## src/rtl/audio_rx_multi.sv

```systemverilog
module audio_rx_multi (
  input  logic        clk,
  input  logic        rst_n,
  input  logic [2:0]  fmt,
  input  logic        sck_i,
  input  logic        ws_i,
  input  logic        sd_i,
  output logic [23:0] left_o,
  output logic [23:0] right_o,
  output logic        valid_o
);
  localparam int W = 24;
  localparam int CW = 7;

  logic [2:0] sck_q;
  logic [1:0] ws_q, sd_q;
  logic seen, ws_prev, started, have_left;
  logic [CW-1:0] cnt;
  logic [W-1:0] sh, cap, hold_l;

  always_ff @(posedge clk) begin
    sck_q <= {sck_q[1:0], sck_i};
    ws_q  <= {ws_q[0], ws_i};
    sd_q  <= {sd_q[0], sd_i};
  end

  wire rise     = sck_q[1] & ~sck_q[2];
  wire ws_s     = ws_q[1];
  wire sd_s     = sd_q[1];
  wire boundary = rise & seen & (ws_s != ws_prev);
  wire i2s      = (fmt == 3'd3);
  wire done_left = i2s ? ~ws_prev : ws_prev;

  wire [CW-1:0] slot = boundary ? '0 : cnt;
  wire [CW-1:0] pos  = slot - {{(CW-1){1'b0}}, i2s};
  wire          wr   = (pos < CW'(W));
  wire [4:0]    idx  = 5'(W - 1) - pos[4:0];

  logic [W-1:0] word;
  always_comb begin
    case (fmt)
      3'd0:    word = {sh[15:0], 8'b0};
      3'd1:    word = {sh[19:0], 4'b0};
      3'd4:    word = sh;
      default: word = cap;
    endcase
  end

  always_ff @(posedge clk) begin
    if (!rst_n) begin
      seen <= 1'b0; ws_prev <= 1'b0; started <= 1'b0; have_left <= 1'b0;
      cnt <= '0; sh <= '0; cap <= '0; hold_l <= '0;
      left_o <= '0; right_o <= '0; valid_o <= 1'b0;
    end else begin
      valid_o <= 1'b0;
      if (rise) begin
        seen    <= 1'b1;
        ws_prev <= ws_s;
        sh      <= {sh[W-2:0], sd_s};
        cnt     <= (slot == '1) ? slot : slot + 1'b1;
        if (wr) cap[idx] <= sd_s;
        if (boundary) begin
          started <= 1'b1;
          if (started) begin
            if (done_left) begin
              hold_l    <= word;
              have_left <= 1'b1;
            end else if (have_left) begin
              left_o    <= hold_l;
              right_o   <= word;
              valid_o   <= 1'b1;
              have_left <= 1'b0;
            end
          end
        end
      end
    end
  end

  p_single_pulse_r7: assert property (@(posedge clk) disable iff (!rst_n)
    valid_o |=> !valid_o);
  p_hold_between_r7: assert property (@(posedge clk) disable iff (!rst_n)
    !valid_o |-> ($stable(left_o) && $stable(right_o)));
  p_pulse_on_edge_r7: assert property (@(posedge clk) disable iff (!rst_n)
    valid_o |-> $past(rise));
  p_rj16_low_zero_r3: assert property (@(posedge clk) disable iff (!rst_n)
    (valid_o && fmt == 3'd0) |-> (left_o[7:0] == 8'd0 && right_o[7:0] == 8'd0));
  p_rj20_low_zero_r4: assert property (@(posedge clk) disable iff (!rst_n)
    (valid_o && fmt == 3'd1) |-> (left_o[3:0] == 4'd0 && right_o[3:0] == 4'd0));
endmodule

```

## config.mk

```make
export PLATFORM = sky130hd
export DESIGN_NAME = audio_rx_multi
export DESIGN_NICKNAME = d
export VERILOG_FILES = /design/src/rtl/audio_rx_multi.sv
export SDC_FILE = /design/constraint.sdc
export NUM_CORES = 1
export LEC_CHECK = 0
export BUFFER_PORTS_ARGS = -buffer_cell sky130_fd_sc_hd__buf_2
export CAP_MARGIN = 20
export CORE_MARGIN = 2
export CORE_UTILIZATION = 53
export CTS_CLUSTER_SIZE = 16
export DETAILED_ROUTE_END_ITERATION = 6
export PLACE_DENSITY = 0.83
export REMOVE_ABC_BUFFERS = 1
export SYNTH_ARGS = -nofsm -noshare
export SYNTH_HDL_FRONTEND = slang
export SYNTH_SLANG_ARGS = --single-unit
```

## constraint.sdc

```tcl
create_clock -name clk -period 3.4 [get_ports clk]
set_input_delay 0.17 -clock clk [delete_from_list [all_inputs] [get_ports clk]]
set_output_delay 0.17 -clock clk [all_outputs]
set_load 0.03 [all_outputs]
```

==> metrics.md, run 1 <==
| Metric | Value |
|---|---|
| Status | `finished clean` |
| Period minus WS final | `2.942 ns` |
| FF+latch count, synth | `139` |
| Count of standard-cell rows | `38` |
| First-pass GRT wire length | `22.87 mm` |
| Initial DRC count | `405` |
| Cells along the critical path | `xor2_4 > nand3_2 > nand2_1 > ha_1 > nor2b_1 > a41oi_1 > a21oi_1 > nand3_1 > mux2i_1` |
| HPWL after DPL | `9.119 mm` |
| Setup Crit Path Kind | `register to register` |
| Largest net degree at the start of global routing | `70` |
| Nets | `742` |
| Peak Freq | `339.9 MHz` |
| Setup TNS | `0 ns` |
| Final WL | `13.94 mm` |
| Maximum VDD drop | `0.4957 mV` |
| Commonest register cell after synthesis | `dfxtp_1` |
| # H-tree levels | `4` |
| Max cap viols | `0` |
| Global placement routability congestion | `0.8969` |
| Die height | `109.9 um` |
| Fin. max-slew vios | `0` |
| Leading area contributor after synthesis | `dfxtp_1` |
| RSZ-0062 raised after global routing | `false` |
| GRT overflow | `0` |
| PostCTS Resize Cnt | `0` |
| Full die area | `0.01207 sq mm` |
| Area growth syn-to-layout | `14.74%` |
| Main area contributors after synthesis | `dfxtp_1, nand2_1, a21oi_1` |
| # fillers | `886` |
| Layout cells sized above 1 | `17.20%` |
| Async S/R FF share, synth | `0%` |
| Critical path arrival | `3.35 ns` |
| Gr usage total | `24.29%` |
| CTS clk-pin slew, worst paths | `0.06 ns` |
| Sequential-to-total area share from yosys stat | `46.84%` |
| Clk buf depth | `2` |
| Post-synth EDFFs | `0` |
| Drc violations | `0` |
| Vias in the first global route | `4,684` |
| PD cells | `533.2 mW/mm^2` |
| Top cell type's share of synthesized area | `46.84%` |
| Clock Latency Late Sink | `0.52 ns` |
| Postcts setup bufs | `0` |
| CTS tree | `done` |
| Max incr delay on CP | `0.51 ns` |
| Worst Skew | `0.005813 ns` |
| Synthesized area | `0.005941 sq mm` |
| Vias | `5,128` |
| Initial core utilization | `54.56%` |
| Cells after DPL | `849` |
| WL per Instance | `15.77 um` |
| Final ANT Viol Nets | `0` |
| Critical path's slowest cell | `a21oi_1` |
| Syn Inst Count | `699` |
| Synth cell types | `57` |
| Ys Warns | `0` |
| CTS sink cnt | `139` |
| FF-to-FF Start | `ws_prev$_SDFFE_PN0N_` |
| Final setup fails | `0` |
| Die width | `109.9 um` |
| Crit. Startpoint | `ws_prev$_SDFFE_PN0N_` |
| Final period util | `86.54%` |
| DR vias/cell | `5.801` |
| Count of final hold-check violations | `0` |
| Worst-Margin Slew | `0.7331 ns` |
| Lkg Pwr | `2.517 nW` |
| Post-Layout Cell Count | `884` |
| Initial antenna violation count | `0` |
| Avg Inst Size Synth | `8.499 sq um` |
| Core ar. | `0.01089 sq mm` |
| Hold Crit Start | `sck_i` |
| Slew headroom | `51.07%` |
| Drt first pass iters | `5` |
| CTS Buf Count | `17` |
| WHS | `0.2844 ns` |
| CP Data Required Time | `3.81 ns` |
| Cts-stage hold buffer count | `4` |
| Port Buffers | `56` |
| CTS root buf | `clkbuf_8` |
| Hold Path Class | `input pin to register` |
| Diode count | `0` |
| Worst Setup Start Kind | `register` |
| Io pins | `57` |
| Crit. End Element | `register` |
| Critical Path Fanout Max | `9` |
cell usage after synthesis (6+ instances only):
| cell | number |
|---|---|
| o22a_1 | 28 |
| a21oi_1 | 105 |
| clkbuf_1 | 31 |
| a22oi_1 | 9 |
| mux2_2 | 15 |
| a211oi_1 | 10 |
| mux2i_1 | 7 |
| buf_1 | 7 |
| a2bb2oi_1 | 6 |
| dfxtp_1 | 139 |
| nor2_1 | 32 |
| nand2_1 | 167 |
| nand3_1 | 28 |
| o21ai_0 | 23 |
| nand3b_1 | 6 |
| a211oi_2 | 10 |
cells by family (layout without fill, tap and decap cells):
family                   after synthesis  count (layout)  share of synthesized area, %
AND/OR/NAND/NOR                      266             266                         20.05
AO/OA/AOI/OAI                        208             208                         22.89
flip-flops                           139             139                         46.84
buffers and inverters                 57             102                         4.781
multiplexers                          22              22                         4.023
XOR/XNOR                               6               6                         1.201
adder cells (fa/ha/maj)                1               1                        0.2106
final cells by class:
type / count / area [sq um] / share of cell area [%]
Multi-Input combinational cell: 503 / 2875 / 42.18
Tap cell: 140 / 175.2 / 2.570
Sequential cell: 139 / 2783 / 40.82
Clock inverter: 11 / 146.4 / 2.148
Inverter: 5 / 20.02 / 0.2937
Timing Repair Buffer: 67 / 385.4 / 5.653
Clock buffer: 19 / 431.7 / 6.333
placed cells by master (no fill, tap or decap), types with 6 or more instances in the layout:
master,n
a211oi_1,10
a211oi_2,10
a21oi_1,105
a22oi_1,9
a2bb2oi_1,6
buf_2,56
buf_4,6
clkbuf_16,16
dfxtp_1,139
mux2_2,15
mux2i_1,7
nand2_1,167
nand3_1,28
nand3b_1,6
nor2_1,32
o21ai_0,23
o22a_1,28
worst paths after layout:
kind,end,slack (ns),cells past startpoint
worst max-delay path,cap[20]$_SDFFE_PN0P_,0.46,9
worst max register to register,cap[20]$_SDFFE_PN0P_,0.46,9
worst min register to register,ws_q[1]$_DFF_P_,0.33,0
worst min-delay path,sck_q[0]$_DFF_P_,0.28,2
power by group:
group / internal [W] / switching [W] / leakage (nW)
clock: 0.00113 / 0.000678 / 0.280
combinational: 0.0000555 / 0.000120 / 1.11
sequential: 0.00164 / 0.0000142 / 1.12
total: 0.00282 / 0.000813 / 2.52
sequential cells by signal (all words and copies together) (netlist names):
register   count
hold_l        24
cnt            7
sck_q          3
ws_prev        1
left_o        24
ws_q           2
seen           1
right_o       24
valid_o        1
cap           24
sd_q           2
sh            24
started        1
have_left      1
per-stage QoR:
stage | instance area (sq um) | util (%) | total power (W) | setup WS [ns]
global placement | 6191 | 56.86 | 0.001851 | 0.6216
global route | 6817 | 62.61 | 0.003736 | 0.09828
floorplan | 5675 | - | 0.001794 | 0.4739
CTS | 6809 | 62.54 | 0.003646 | 0.5096
finish | 6817 | 62.61 | 0.003634 | 0.4575
detailed placement | 6191 | 56.86 | 0.001855 | 0.5197
critical path, delay by kind of cell, from the launching register on:
family                     cells  cell delay [ns]
DFF                            1             0.50
AOI/OAI and AO/OA              2             0.67
and+or+nand+nor                4             0.90
muxes                          1             0.14
adders and majority gates      1             0.31
xor gates and xnor gates       1             0.31
routing by layer:
layer	part of all wire [%]	up-vias	track usage, %
met2	50	152	41.15
met5	0	-	0
met4	1.4	0	8.137
met3	4.9	23	5.750
li1	-	2516	-
met1	44	2437	30.25
Power figures use the tool's default switching activity.
==> inputs of run 2 (changes only) <==
CORE_MARGIN = default   (was 2)
==> run 2 against run 1 <==
  * Setup slack got worse by 0.019 ns
  * Wire length rose by 3.5%
  * Cell area rose by 0.83%
  * Sequential power barely moved
  * First-iteration DRC count rose by 28%
  * Worst hold slack got worse by 0.0061 ns
  * Utilization rose by 0.52 points
  * Via count rose by 2.2%
  * Count of clock-buffer cells in the layout fell by 2
  * Critical path type unchanged
  * Largest power group unchanged
==> metrics.md, run 2 (synthesized netlist as in run 1, its figures left out) <==
| Metric | Value |
|---|---|
| GRT overflow | `0 (unchanged)` |
| Status | `finished clean` |
| CP Data Required Time | `3.81 ns (about the same)` |
| PD cells | `551.4 mW/mm^2 (+3.4%)` |
| Max cap viols | `0 (unchanged)` |
| RSZ-0062 raised after global routing | `false` |
| CTS tree | `done` |
| Storage cell area | `0.002783 sq mm (unchanged)` |
| Period minus WS final | `2.961 ns (+0.01857 ns)` |
| Fin. max-slew vios | `0 (unchanged)` |
| Final period util | `87.09% (+0.55 points)` |
| Commonest non-fill, non-tap cell in the layout | `nand2_1` |
| Clock Latency Late Sink | `0.53 ns (about the same)` |
| Layout cells sized above 1 | `17.67% (+0.47 points)` |
| Drt first pass iters | `5 (unchanged)` |
| Drc violations | `0 (unchanged)` |
| Worst-Margin Slew | `0.8852 ns (+0.1520 ns)` |
| Clk buf depth | `2 (unchanged)` |
| # H-tree levels | `4 (unchanged)` |
| Critical path arrival | `3.37 ns (+0.02 ns)` |
| Final setup fails | `0 (unchanged)` |
| Initial antenna violation count | `0 (unchanged)` |
| M1 WL | `6.220 mm (+1.2%)` |
| CTS Buf Count | `17 (unchanged)` |
| Lkg Pwr | `2.544 nW (+1.1%)` |
| Cells along the critical path | `xor2_4 > nand3_2 > nand2_1 > ha_1 > nor2b_1 > a41oi_1 > a21oi_1 > nand3_1 > mux2i_1` |
| CTS root buf | `clkbuf_8` |
| Area growth syn-to-layout | `15.69%` |
| Largest net degree at the start of global routing | `67 (-4.3%)` |
| Maximum VDD drop | `0.4286 mV (-14%)` |
| Vias | `5,240 (+2.2%)` |
| Count of standard-cell rows | `38 (unchanged)` |
| Most frequent cells in the layout | `nand2_1, dfxtp_1, a21oi_1, buf_2, nor2_1` |
| Critical Path Fanout Max | `9 (unchanged)` |
| Max incr delay on CP | `0.53 ns (+0.02 ns)` |
| Met3 Routed Length | `822 um (+19%)` |
| Diode count | `0 (unchanged)` |
| Final WL | `14.43 mm (+3.5%)` |
| WL per Instance | `16.27 um (+3.2%)` |
| Worst hold path depth | `2 (unchanged)` |
| Postcts setup bufs | `0 (unchanged)` |
| # fillers | `879 (-0.79%)` |
| Global placement routability congestion | `0.8837 (-1.5%)` |
| Peak Freq | `337.7 MHz (-0.63%)` |
| Initial core utilization | `54.56% (unchanged)` |
| Port Buffers | `56 (unchanged)` |
| Setup TNS | `0 ns (unchanged)` |
| Power, Total | `0.003790 W (+4.3%)` |
| Core ar. | `0.01089 sq mm (unchanged)` |
| Full die area | `0.01164 sq mm (-3.6%)` |
| Initial DRC count | `518 (+28%)` |
| WHS | `0.2784 ns (-0.006090 ns)` |
| Vias in the first global route | `4,853 (+3.6%)` |
| Die height | `107.9 um (-1.8%)` |
| CTS sink cnt | `139 (unchanged)` |
| CTS clk-pin slew, worst paths | `0.06 ns (about the same)` |
| Setup Crit Path Kind | `register to register` |
| HPWL after DPL | `9.167 mm (+0.53%)` |
| Multi-input combinational cell area | `0.002875 sq mm (unchanged)` |
| Io pins | `57 (unchanged)` |
| Die width | `107.9 um (-1.8%)` |
| Met2 Wirelength | `6.942 mm (+0.55%)` |
| Slew headroom | `40.99% (-10 points)` |
| First-pass GRT wire length | `23.45 mm (+2.5%)` |
| Nets | `743 (+0.13%)` |
| Worst Skew | `0.006813 ns (+0.001000 ns)` |
| Top layer in use | `met4` |
| Crit. End Element | `register` |
| DR vias/cell | `5.908 (+1.8%)` |
| Worst Setup Start Kind | `register` |
| Reg2reg path depth | `9 (unchanged)` |
| Critical path's slowest cell | `a21oi_1` |
| Count of final hold-check violations | `0 (unchanged)` |
| Gr usage total | `26.02% (+1.7 points)` |
| Final ANT Viol Nets | `0 (unchanged)` |
| Hold Path Class | `input pin to register` |
==> run 2: cell types whose count changed in the layout (fill, tap and decap cells not counted) <==
cell and delta:
inv_8 +1, clkinv_2 -2, clkbuf_8 -1, clkbuf_1 -1, inv_6 +3, bufinv_16 +1, clkinv_4 +1, buf_4 +1
==> run 2: area by class of cell <==
type / instances / share of cell area (%)
clock buffers: 17 / 6.026
clock inverters: 15 / 3.095
inverters: 5 / 0.2913
multi-input cells: 503 / 41.84
flip-flops and latches: 139 / 40.49
well taps: 140 / 2.549
repair buffers: 68 / 5.716
==> run 2: final timing paths <==
path                         from                   end  slack [ns]
setup / recovery  ws_q[1]$_DFF_P_  cap[20]$_SDFFE_PN0P_        0.44
hold / removal               sd_i       sd_q[0]$_DFF_P_        0.28
setup reg to reg  ws_q[1]$_DFF_P_  cap[20]$_SDFFE_PN0P_        0.44
hold reg to reg   sd_q[0]$_DFF_P_       sd_q[1]$_DFF_P_        0.33
==> run 2: repair_timing <==
| action | 4_1_cts | 5_1_grt |
|---|---|---|
| resized for setup | 0 | 0 |
| hold buffers | 4 | 0 |
| endpoints found under the hold margin | 10 | 0 |
==> run 2: layer usage <==
layer / vias up / track usage, %
li1: 2520 / -
met1: 2472 / 31.67
met2: 210 / 42.08
met3: 38 / 6.840
met4: 0 / 13.50
met5: - / 0
==> run 2: metrics by stage <==
step	area (sq um)	setup WS (ns)	instances	util [%]
floorplan	5675	0.4739	647	-
finish	6873	0.4390	887	63.12
global route	6873	0.2297	887	63.12
CTS	6865	0.4629	886	63.05
global placement	6198	0.6099	850	56.93
detailed placement	6198	0.4936	850	56.93
==> run 2: power breakdown <==
group          switching (W)  internal [W]  leakage [nW]
Sequential         0.0000151       0.00164          1.12
Combinational       0.000125     0.0000564          1.12
Clock               0.000749       0.00121         0.302
==> run 2: critical path: cells and delay by family (launching register included) <==
family                     cells  cell delay [ns]
and+or+nand+nor                4             0.87
AOI/OAI and AO/OA              2             0.69
DFF                            1             0.48
xor gates and xnor gates       1             0.33
adders and majority gates      1             0.32
muxes                          1             0.15
==> inputs of run 3 (changes only) <==
--- a/config.mk
+++ b/config.mk
@@ -13,3 +13,2 @@
 export PLACE_DENSITY = 0.83
-export REMOVE_ABC_BUFFERS = 1
 export SYNTH_ARGS = -nofsm -noshare
==> constraint.sdc (replaced) <==
create_clock -name clk -period 3.4 [get_ports clk]
set_input_delay 0.68 -clock clk [delete_from_list [all_inputs] [get_ports clk]]
set_output_delay 0.68 -clock clk [all_outputs]
set_load 0.03 [all_outputs]
==> run 3 against run 2 <==
  * Cell count shrank 0.34%
  * Power up 2.2%
  * Sequential power hardly changed
  * Register-to-register slack worse by 0.12 ns
  * Non-clock buffer count shrank 3
  * First-iteration DRC count decreased by 5.0%
  * Clock skew rose by 0.0019 ns
  * Maximum frequency decreased by 4.0%
  * Critical path depth unchanged
  * Sequential share of layout area increased by 0.059 points
  * Worst hold slack got worse by 0.037 ns
  * Cell area down 0.15%
  * Largest power group unchanged
==> metrics.md, run 3 (synthesized netlist as in run 1, its figures left out) <==
| Metric | Value |
|---|---|
| Status | `finished clean` |
| CP Data Required Time | `3.85 ns (+0.04 ns)` |
| Count of final hold-check violations | `0 (unchanged)` |
| FF-to-FF Start | `ws_prev$_SDFFE_PN0N_` |
| HPWL after DPL | `10.18 mm (+11%)` |
| Initial core utilization | `54.56% (unchanged)` |
| Port Buffers | `56 (unchanged)` |
| Critical Path Fanout Max | `9 (unchanged)` |
| Die width | `107.9 um (unchanged)` |
| Initial antenna violation count | `0 (unchanged)` |
| Largest net degree at the start of global routing | `68 (+1.5%)` |
| Syn nets | `708` |
| Postcts setup bufs | `0 (unchanged)` |
| Critical path arrival | `3.53 ns (+0.16 ns)` |
| Clk buf depth | `2 (unchanged)` |
| Commonest non-fill, non-tap cell in the layout | `nand2_1` |
| Cts-stage hold buffer count | `0 (-4)` |
| Max cap viols | `0 (unchanged)` |
| # H-tree levels | `4 (unchanged)` |
| Lkg Pwr | `2.544 nW (about the same)` |
| Vias | `5,294 (+1.0%)` |
| Worst R2R End | `cap[21]$_SDFFE_PN0P_` |
| Core ar. | `0.01089 sq mm (unchanged)` |
| Full die area | `0.01164 sq mm (unchanged)` |
| Count of standard-cell rows | `38 (unchanged)` |
| Drt first pass iters | `6 (+1)` |
| Most frequent cells in the layout | `nand2_1, dfxtp_1, a21oi_1, buf_2, nor2_1` |
| RSZ-0062 raised after global routing | `false` |
| Final setup fails | `0 (unchanged)` |
| Clock Latency Late Sink | `0.54 ns (about the same)` |
| Global placement routability congestion | `0.9654 (+9.2%)` |
| WL per Instance | `17.02 um (+4.6%)` |
| Worst Setup Start Kind | `register` |
| Crit. Startpoint | `ws_prev$_SDFFE_PN0N_` |
| Top layer in use | `met4` |
| Critical Path End | `cap[21]$_SDFFE_PN0P_` |
| Drc violations | `0 (unchanged)` |
| Area growth syn-to-layout | `15.52%` |
| R2R setup slack | `0.32 ns (-0.12 ns)` |
| Final ANT Viol Nets | `0 (unchanged)` |
| Io pins | `57 (unchanged)` |
| Nets | `740 (-0.40%)` |
| GRT overflow | `0 (unchanged)` |
| PostCTS Resize Cnt | `0 (unchanged)` |
| Setup TNS | `0 ns (unchanged)` |
| CTS tree | `done` |
| Area after DPL | `0.006213 sq mm (+0.24%)` |
| Gr usage total | `26.99% (+0.97 points)` |
| Slew headroom | `48.69% (+7.7 points)` |
| CTS Buf Count | `17 (unchanged)` |
| Period minus WS final | `3.083 ns (+0.1223 ns)` |
| Reg2reg path depth | `9 (unchanged)` |
| Hold Path Class | `input pin to register` |
| Vias in the first global route | `4,942 (+1.8%)` |
| DR vias/cell | `5.989 (+1.4%)` |
| Met2 Wirelength | `7.484 mm (+7.8%)` |
| CTS clk-pin slew, worst paths | `0.06 ns (about the same)` |
| Post-route cell area | `0.006863 sq mm (-0.15%)` |
| Final core area utilization | `63.03% (-0.092 points)` |
| Layout cells sized above 1 | `17.88% (+0.21 points)` |
| Worst Skew | `0.008694 ns (+0.001880 ns)` |
| Final period util | `90.69% (+3.6 points)` |
| Diode count | `0 (unchanged)` |
| Maximum VDD drop | `0.5208 mV (+22%)` |
| Fin. max-slew vios | `0 (unchanged)` |
| PD cells | `564.3 mW/mm^2 (+2.3%)` |
| CTS sink cnt | `139 (unchanged)` |
| M1 WL | `6.381 mm (+2.6%)` |
| Worst-Margin Slew | `0.7686 ns (-0.1166 ns)` |
| First-pass GRT wire length | `24.22 mm (+3.3%)` |
| Die height | `107.9 um (unchanged)` |
| Final WL | `15.05 mm (+4.3%)` |
| Peak Freq | `324.3 MHz (-4.0%)` |
| CTS root buf | `clkbuf_8` |
| Setup Crit Path Kind | `register to register` |
| Met3 Routed Length | `882 um (+7.3%)` |
| Initial DRC count | `492 (-5.0%)` |
| Crit. End Element | `register` |
==> run 3: cell count changes in the layout (fill, tap and decap cells not counted) <==
cell	change
buf_4	+1
bufinv_16	+1
clkinvlp_4	-1
dlygate4sd3_1	-4
==> run 3: worst max-delay path, cell delays in order (launching register included) <==
cell	delay (ns)
dfxtp_1	0.49
xor2_4	0.32
nand3_2	0.21
nand2_1	0.15
ha_1	0.32
nor2b_1	0.36
a41oi_1	0.16
a21oi_1	0.59
nand3_1	0.19
mux2i_1	0.21
==> run 3: report_power, final <==
part / internal, W / total (W) / switching [W] / leakage (nW)
sequential: 0.00164 / 0.00165 / 0.0000148 / 1.12
clock: 0.00128 / 0.00204 / 0.000761 / 0.316
combinational: 0.0000526 / 0.000177 / 0.000124 / 1.11
total: 0.00297 / 0.00387 / 0.000900 / 2.54
==> run 3: cell type report <==
class	count	area (sq um)
fillers	900	4025
inverters	5	20.02
repair buffers	65	360.3
well taps	140	175.2
clock inverters	15	235.2
multi-input cells	503	2875
clock buffers	17	414.1
flip-flops and latches	139	2783
==> run 3: worst min-delay path by stage <==
stage	startpoint	to	slack [ns]	cells past startpoint
floorplan	sck_q[0]$_DFF_P_	sck_q[1]$_DFF_P_	0.31	0
global placement	sd_q[0]$_DFF_P_	sd_q[1]$_DFF_P_	0.31	0
detailed placement	sck_q[0]$_DFF_P_	sck_q[1]$_DFF_P_	0.32	0
CTS	sck_i	sck_q[0]$_DFF_P_	0.24	1
global route	sck_i	sck_q[0]$_DFF_P_	0.23	1
finish	sck_i	sck_q[0]$_DFF_P_	0.24	1
==> run 3: metrics by stage <==
stage               instances  total power [W]  setup WS (ns)  hold WS, ns
finish                    884         0.003873         0.3167       0.2410
global placement          852         0.001856         0.3879       0.3122
CTS                       884         0.003869         0.3772       0.2357
global route              884         0.003970         0.1127       0.2280
floorplan                 699         0.001813         0.8240       0.3096
detailed placement        852         0.001860         0.2303       0.3153
==> run 3: metal layers <==
layer,track usage (%),vias to the layer above
met1,33.07,2571
met4,9.883,0
li1,-,2520
met3,7.022,30
met2,45.38,173
met5,0,-
